### src/rtl/sdo_pkg.sv
package sdo_pkg;
  typedef enum logic [1:0] {
    SDO_RB      = 2'b00,
    SDO_DC_FALL = 2'b01,
    SDO_DC_RISE = 2'b10,
    SDO_RB_ALT  = 2'b11
  } sdo_mode_e;

  // Daisy-chain variants drive the pin permanently.
  function automatic logic mode_is_daisy(input logic [1:0] m);
    return (m == SDO_DC_FALL) || (m == SDO_DC_RISE);
  endfunction

  // Selects which detected sclk edge advances the daisy-chain output.
  function automatic logic daisy_step(input logic [1:0] m, input logic rise, input logic fall);
    return ((m == SDO_DC_FALL) && fall) || ((m == SDO_DC_RISE) && rise);
  endfunction
endpackage

### src/rtl/spi_sclk_edges.sv
module spi_sclk_edges (
  input  logic clk,
  input  logic rst_n,
  input  logic cs_n,
  input  logic sclk,
  output logic sclk_rise,
  output logic sclk_fall,
  output logic frame_end
);
  logic sclk_q;
  logic cs_q;

  always_ff @(posedge clk or negedge rst_n) begin
    if (!rst_n) begin
      sclk_q <= 1'b0;
      cs_q   <= 1'b1;
    end else begin
      sclk_q <= sclk;
      cs_q   <= cs_n;
    end
  end

  assign sclk_rise = ~cs_n & sclk & ~sclk_q;
  assign sclk_fall = ~cs_n & ~sclk & sclk_q;
  assign frame_end = cs_n & ~cs_q;
endmodule

### src/rtl/spi_rx_frame.sv
module spi_rx_frame #(
  parameter int FRAME_W = 16
) (
  input  logic               clk,
  input  logic               rst_n,
  input  logic               cs_n,
  input  logic               sclk_rise,
  input  logic               sdi,
  output logic [FRAME_W-1:0] frame,
  output logic               full
);
  localparam int CNT_W = $clog2(FRAME_W + 1);

  logic [CNT_W-1:0] cnt;

  always_ff @(posedge clk or negedge rst_n) begin
    if (!rst_n) begin
      frame <= '0;
      cnt   <= '0;
    end else if (cs_n) begin
      cnt <= '0;
    end else if (sclk_rise) begin
      frame <= {frame[FRAME_W-2:0], sdi};
      if (!full) cnt <= cnt + 1'b1;
    end
  end

  assign full = (cnt == CNT_W'(FRAME_W));


  cnt_range_chk: assert property (@(posedge clk) disable iff (!rst_n)
    cnt <= CNT_W'(FRAME_W));

  full_hold_chk: assert property (@(posedge clk) disable iff (!rst_n)
    full && !cs_n |=> full);

  cnt_clear_chk: assert property (@(posedge clk) disable iff (!rst_n)
    $past(cs_n) && cs_n |-> cnt == '0);
endmodule

### src/rtl/spi_rb_reg.sv
module spi_rb_reg #(
  parameter int             FRAME_W   = 16,
  parameter int             NUM_CH    = 8,
  parameter int             OP_W      = 4,
  parameter logic [OP_W-1:0] RD_OPCODE = 4'hA
) (
  input  logic                      clk,
  input  logic                      rst_n,
  input  logic                      frame_end,
  input  logic                      sclk_fall,
  input  logic [FRAME_W-1:0]        frame,
  input  logic                      full,
  input  logic [NUM_CH*FRAME_W-1:0] rd_vals,
  output logic                      rb_bit,
  output logic                      rb_valid
);
  localparam int CH_W   = (NUM_CH > 1) ? $clog2(NUM_CH) : 1;
  localparam int CH_LSB = FRAME_W - 2 * OP_W;

  logic [FRAME_W-1:0] out_q;
  logic               read_hit;
  logic [CH_W-1:0]    ch_idx;

  function automatic logic [FRAME_W-1:0] pick_chan(input logic [NUM_CH*FRAME_W-1:0] vals,
                                                   input logic [CH_W-1:0] idx);
    logic [FRAME_W-1:0] r;
    r = '0;
    for (int i = 0; i < NUM_CH; i++)
      if (idx == CH_W'(i)) r = vals[i*FRAME_W +: FRAME_W];
    return r;
  endfunction

  assign read_hit = full && (frame[FRAME_W-1 -: OP_W] == RD_OPCODE);
  assign ch_idx   = frame[CH_LSB +: CH_W];

  always_ff @(posedge clk or negedge rst_n) begin
    if (!rst_n) begin
      out_q    <= '0;
      rb_valid <= 1'b0;
    end else if (frame_end) begin
      rb_valid <= read_hit;
      if (read_hit) out_q <= pick_chan(rd_vals, ch_idx);
    end else if (sclk_fall) begin
      out_q <= {out_q[FRAME_W-2:0], 1'b0};
    end
  end

  assign rb_bit = rb_valid & out_q[FRAME_W-1];


  valid_rise_chk: assert property (@(posedge clk) disable iff (!rst_n)
    $rose(rb_valid) |-> $past(full) && $past(frame_end));

  valid_drop_chk: assert property (@(posedge clk) disable iff (!rst_n)
    frame_end && !read_hit |=> !rb_valid);
endmodule

### src/rtl/spi_dc_out.sv
module spi_dc_out (
  input  logic clk,
  input  logic rst_n,
  input  logic cs_n,
  input  logic step,
  input  logic full,
  input  logic oldest_bit,
  output logic dc_bit
);
  always_ff @(posedge clk or negedge rst_n) begin
    if (!rst_n)      dc_bit <= 1'b1;
    else if (cs_n)   dc_bit <= 1'b1;
    else if (step)   dc_bit <= full ? oldest_bit : 1'b1;
  end


  idle_high_chk: assert property (@(posedge clk) disable iff (!rst_n)
    $past(cs_n) |-> dc_bit);

  early_high_chk: assert property (@(posedge clk) disable iff (!rst_n)
    step && !full && !cs_n |=> dc_bit);
endmodule

### src/rtl/serial_dout_port.sv
module serial_dout_port
  import sdo_pkg::*;
#(
  parameter int              FRAME_W   = 16,
  parameter int              NUM_CH    = 8,
  parameter int              OP_W      = 4,
  parameter logic [OP_W-1:0] RD_OPCODE = 4'hA
) (
  input  logic                      clk,
  input  logic                      rst_n,
  input  logic                      cs_n,
  input  logic                      sclk,
  input  logic                      sdi,
  input  logic [1:0]                mode,
  input  logic [NUM_CH*FRAME_W-1:0] rd_vals,
  output logic                      sdo,
  output logic                      sdo_oe
);
  logic               sclk_rise;
  logic               sclk_fall;
  logic               frame_end;
  logic [FRAME_W-1:0] frame;
  logic               full;
  logic               rb_bit;
  logic               rb_valid;
  logic               dc_bit;
  logic               dc_step;
  logic               daisy;

  spi_sclk_edges u_edges (
    .clk       (clk),
    .rst_n     (rst_n),
    .cs_n      (cs_n),
    .sclk      (sclk),
    .sclk_rise (sclk_rise),
    .sclk_fall (sclk_fall),
    .frame_end (frame_end)
  );

  spi_rx_frame #(.FRAME_W(FRAME_W)) u_rx (
    .clk       (clk),
    .rst_n     (rst_n),
    .cs_n      (cs_n),
    .sclk_rise (sclk_rise),
    .sdi       (sdi),
    .frame     (frame),
    .full      (full)
  );

  spi_rb_reg #(
    .FRAME_W   (FRAME_W),
    .NUM_CH    (NUM_CH),
    .OP_W      (OP_W),
    .RD_OPCODE (RD_OPCODE)
  ) u_rb (
    .clk       (clk),
    .rst_n     (rst_n),
    .frame_end (frame_end),
    .sclk_fall (sclk_fall),
    .frame     (frame),
    .full      (full),
    .rd_vals   (rd_vals),
    .rb_bit    (rb_bit),
    .rb_valid  (rb_valid)
  );

  assign daisy   = mode_is_daisy(mode);
  assign dc_step = daisy_step(mode, sclk_rise, sclk_fall);

  spi_dc_out u_dc (
    .clk        (clk),
    .rst_n      (rst_n),
    .cs_n       (cs_n),
    .step       (dc_step),
    .full       (full),
    .oldest_bit (frame[FRAME_W-1]),
    .dc_bit     (dc_bit)
  );

  assign sdo    = daisy ? dc_bit : rb_bit;
  assign sdo_oe = daisy | ~cs_n;


  rb_idle_zero_chk: assert property (@(posedge clk) disable iff (!rst_n)
    !daisy && !rb_valid |-> !sdo);

  rb_release_chk: assert property (@(posedge clk) disable iff (!rst_n)
    !daisy && $past(cs_n) && cs_n |-> !sdo_oe);
endmodule

### config.mk
export PLATFORM = sky130hd
export DESIGN_NAME = serial_dout_port
export DESIGN_NICKNAME = d
export VERILOG_FILES = /design/src/rtl/sdo_pkg.sv /design/src/rtl/spi_sclk_edges.sv /design/src/rtl/spi_rx_frame.sv /design/src/rtl/spi_rb_reg.sv /design/src/rtl/spi_dc_out.sv /design/src/rtl/serial_dout_port.sv
export SDC_FILE = /design/constraint.sdc
export NUM_CORES = 1
export LEC_CHECK = 0
export ABC_AREA = 0
export BUFFER_PORTS_ARGS = -buffer_cell sky130_fd_sc_hd__buf_2
export CAP_MARGIN = 20
export CORE_MARGIN = 4
export CORE_UTILIZATION = 50
export CTS_BUF_LIST = sky130_fd_sc_hd__clkbuf_4 sky130_fd_sc_hd__clkbuf_8
export DETAILED_ROUTE_END_ITERATION = 12
export PLACE_DENSITY = 0.84
export SLEW_MARGIN = 20
export SYNTH_ARGS = -nofsm -noshare
export SYNTH_HDL_FRONTEND = slang
export SYNTH_HIERARCHICAL = 1
export SYNTH_SLANG_ARGS = --single-unit
### constraint.sdc
create_clock -name clk -period 4.2 [get_ports clk]
set_input_delay 0.42 -clock clk [delete_from_list [all_inputs] [get_ports clk]]
set_output_delay 0.42 -clock clk [all_outputs]
set_load 0.05 [all_outputs]
==> impl_metrics.ini <==
[synthesis]
yosysWarnings = 6
synth-seq-area-share = 0.338
synth_enable_flop_cells = 0
avgSynthCellArea_um2 = 11.1
synthArstFlopShare = 1.00
syn_inst = 275
ys_ff_latch = 41
synth_area_leaders = dfrtp_1 32%, mux4_1 10%, mux2i_1 6.9%
synth_top_area_frac = 0.320
synth_cell_types = 48
yosys-top-cells-count = 39 x dfrtp_1, 21 x mux2i_1, 21 x nand2_1, 13 x nand2b_1, 13 x nor3_1
synth-main-ff-cell = dfrtp_1
yosysTopAreaCell = dfrtp_1
synth_nets = 414
synth_area_um2 = 3050
synthMostInstantiatedCell = dfrtp_1

[routing]
wl_per_cell_um = 14.6
routed_wl_um = 6940
dr.pass1.iters = 4
dr.first_iter.drc_count = 144
vias = 2611
vias_per_cell = 5.50
ant_nets = 0
drc_errors = 0

[global_route]
track_usage = 0.180
grt_max_degree = 44
grt_pass1_vias = 2440
antenna_found_initial = 0
grt-ovfl-total = 0
grt_pass1_wl_um = 10800

[final_layout]
final_core_util = 0.643
filler_cell_count = 472
diodes = 0
register_area_um2 = 1030
multi_input_area_um2 = 1800
stdcell_count = 475
final_layout_size_suffix_gt1_frac = 0.460
area_growth_syn_to_layout_pct = 25.0
nets = 538

[sta]
skew_ns = 0.00417
maxSlewViolCount = 0
setup_viol = 0
finalSetupTns_ns = 0
worst_pin_slew_ns = 0.883
grt_setup_unrepaired = no
fin_crit_ns = 2.27
post-route-period-util = 0.540
fmax_ghz = 0.441
hold_viol = 0
slew_headroom = 0.407

[critical_path]
arrival_ns = 2.48
cp_data_required_time_ns = 4.41
cp.buffers_inverters = 1
worstSetupEndpoint = u_rb/out_q[10]
cp_top_family = compound AO/OA/AOI/OAI gates
ff2ff_path_depth = 7
r2r_end = u_rb/out_q[10]
endpoint_kind = register
reg2reg_from = u_rx/cnt[0]
startpoint_type = register
cp.depth = 7
crit_start = u_rx/cnt[0]
r2r_slack_ns = 1.93
crit_path_max_fanout = 14
worst_path_most_repeated_cell = o21ai_1
worstPathCellList = inv_1, ha_1, and4bb_4, nand2_1, o21ai_1, o21ai_0, o21ai_1
slowest_delay_ns = 0.71
worstSetupPathType = register to register
crit_slowest_cell = o21ai_1

[clock_network]
ctsResizeCount = 0
clock_tree.root_cell = clkbuf_8
htree_levels = 2
cts_tree = yes
cts_hold_buffers = 0
cts.path.max_buffers = 2
cts_sinks = 41
cts_buffers = 5
cts_setup_buffers = 0
clkTransAtPathRegs_ns = 0.08
clk_latency_ns = 0.29

[worst_hold_path]
hold_class = primary input to asynchronous set/reset pin

[floorplanning]
die_w_um = 86.1
rows = 28
io_pins = 137
fp.dieH_um = 86.1
core_um2 = 5920
dieArea_um2 = 7410
initial_core_util = 0.515

[power]
power_leakage_nw = 1.78
power_density_nw_per_um2 = 271
vdd_drop_max_mv = 0.148

[placement]
portBuffers = 136
dp.cells = 467
gp_congestion = 0.789
detailed_place_hpwl_um = 5400

[flow_run]
drv_cap = 0

[status]
run_status = finished clean
==> power breakdown <==
part	internal [W]	switching [W]	total [W]
Clock	0.000236	0.000130	0.000366
Combinational	0.000107	0.0000788	0.000186
Sequential	0.000449	0.0000300	0.000479
Total	0.000792	0.000239	0.00103
==> registers in the layout, summed over array words and instances (netlist names) <==
| register | cells |
|---|---|
| u_rb/out_q | 16 |
| u_rx/frame | 16 |
| u_rx/cnt | 5 |
| u_dc/dc_bit | 1 |
| u_edges/cs_q | 1 |
| u_edges/sclk_q | 1 |
| u_rb/rb_valid | 1 |
==> kinds of logic after synthesis <==
family | after synthesis | share of synthesized area
compound gates | 50 | 0.122
xor+xnor | 2 | 0.00575
fa+ha+maj | 4 | 0.0164
buf+inv | 34 | 0.0715
flops | 41 | 0.338
mux | 58 | 0.293
simple gates | 86 | 0.154
==> worst min-delay path by stage <==
stage	start	endpoint	slack [ns]	cells past startpoint
CTS	sclk	u_edges/sclk_q	0.25	1
finish	rst_n	u_rx/frame[0]	0.24	1
global route	sclk	u_edges/sclk_q	0.25	1
floorplan	rst_n	u_edges/sclk_q	0.12	0
detailed placement	u_rb/out_q[11]	u_rb/out_q[11]	0.48	2
global placement	u_rb/out_q[1]	u_rb/out_q[1]	0.46	2
==> cell usage in the layout (no fill, tap or decap), types with 11 or more instances in the layout <==
cell type / count
buf_2: 136
dfrtp_1: 37
inv_1: 12
mux2_4: 11
mux2i_1: 21
mux4_1: 12
nand2_1: 21
nand2b_1: 13
nor2_1: 12
nor3_1: 13
==> routing by layer <==
metal / GRT usage / routed length [um]
met1: 0.238 / 2940
met2: 0.296 / 3460
met3: 0.0384 / 465
met4: 0.0561 / 74
met5: 0 / 0
==> through the flow <==
step	hold slack [ns]	power [W]	instance area (um2)	setup slack, ns
after CTS	0.248	0.00104	3810	1.97
after global placement	0.464	0.000663	3670	1.96
after global routing	0.249	0.00109	3810	1.74
final	0.240	0.00103	3810	1.93
after detailed placement	0.479	0.000672	3670	1.81
after floorplan	0.124	0.000579	3050	2.38
==> area by class of cell <==
| class | instances | share of cell area |
|---|---|---|
| clock inverters | 3 | 0.0171 |
| multi-input cells | 200 | 0.473 |
| well taps | 75 | 0.0246 |
| inverters | 12 | 0.0118 |
| flip-flops and latches | 41 | 0.271 |
| repair buffers | 139 | 0.185 |
| clock buffers | 5 | 0.0181 |
(Power assumes the default switching activity.)
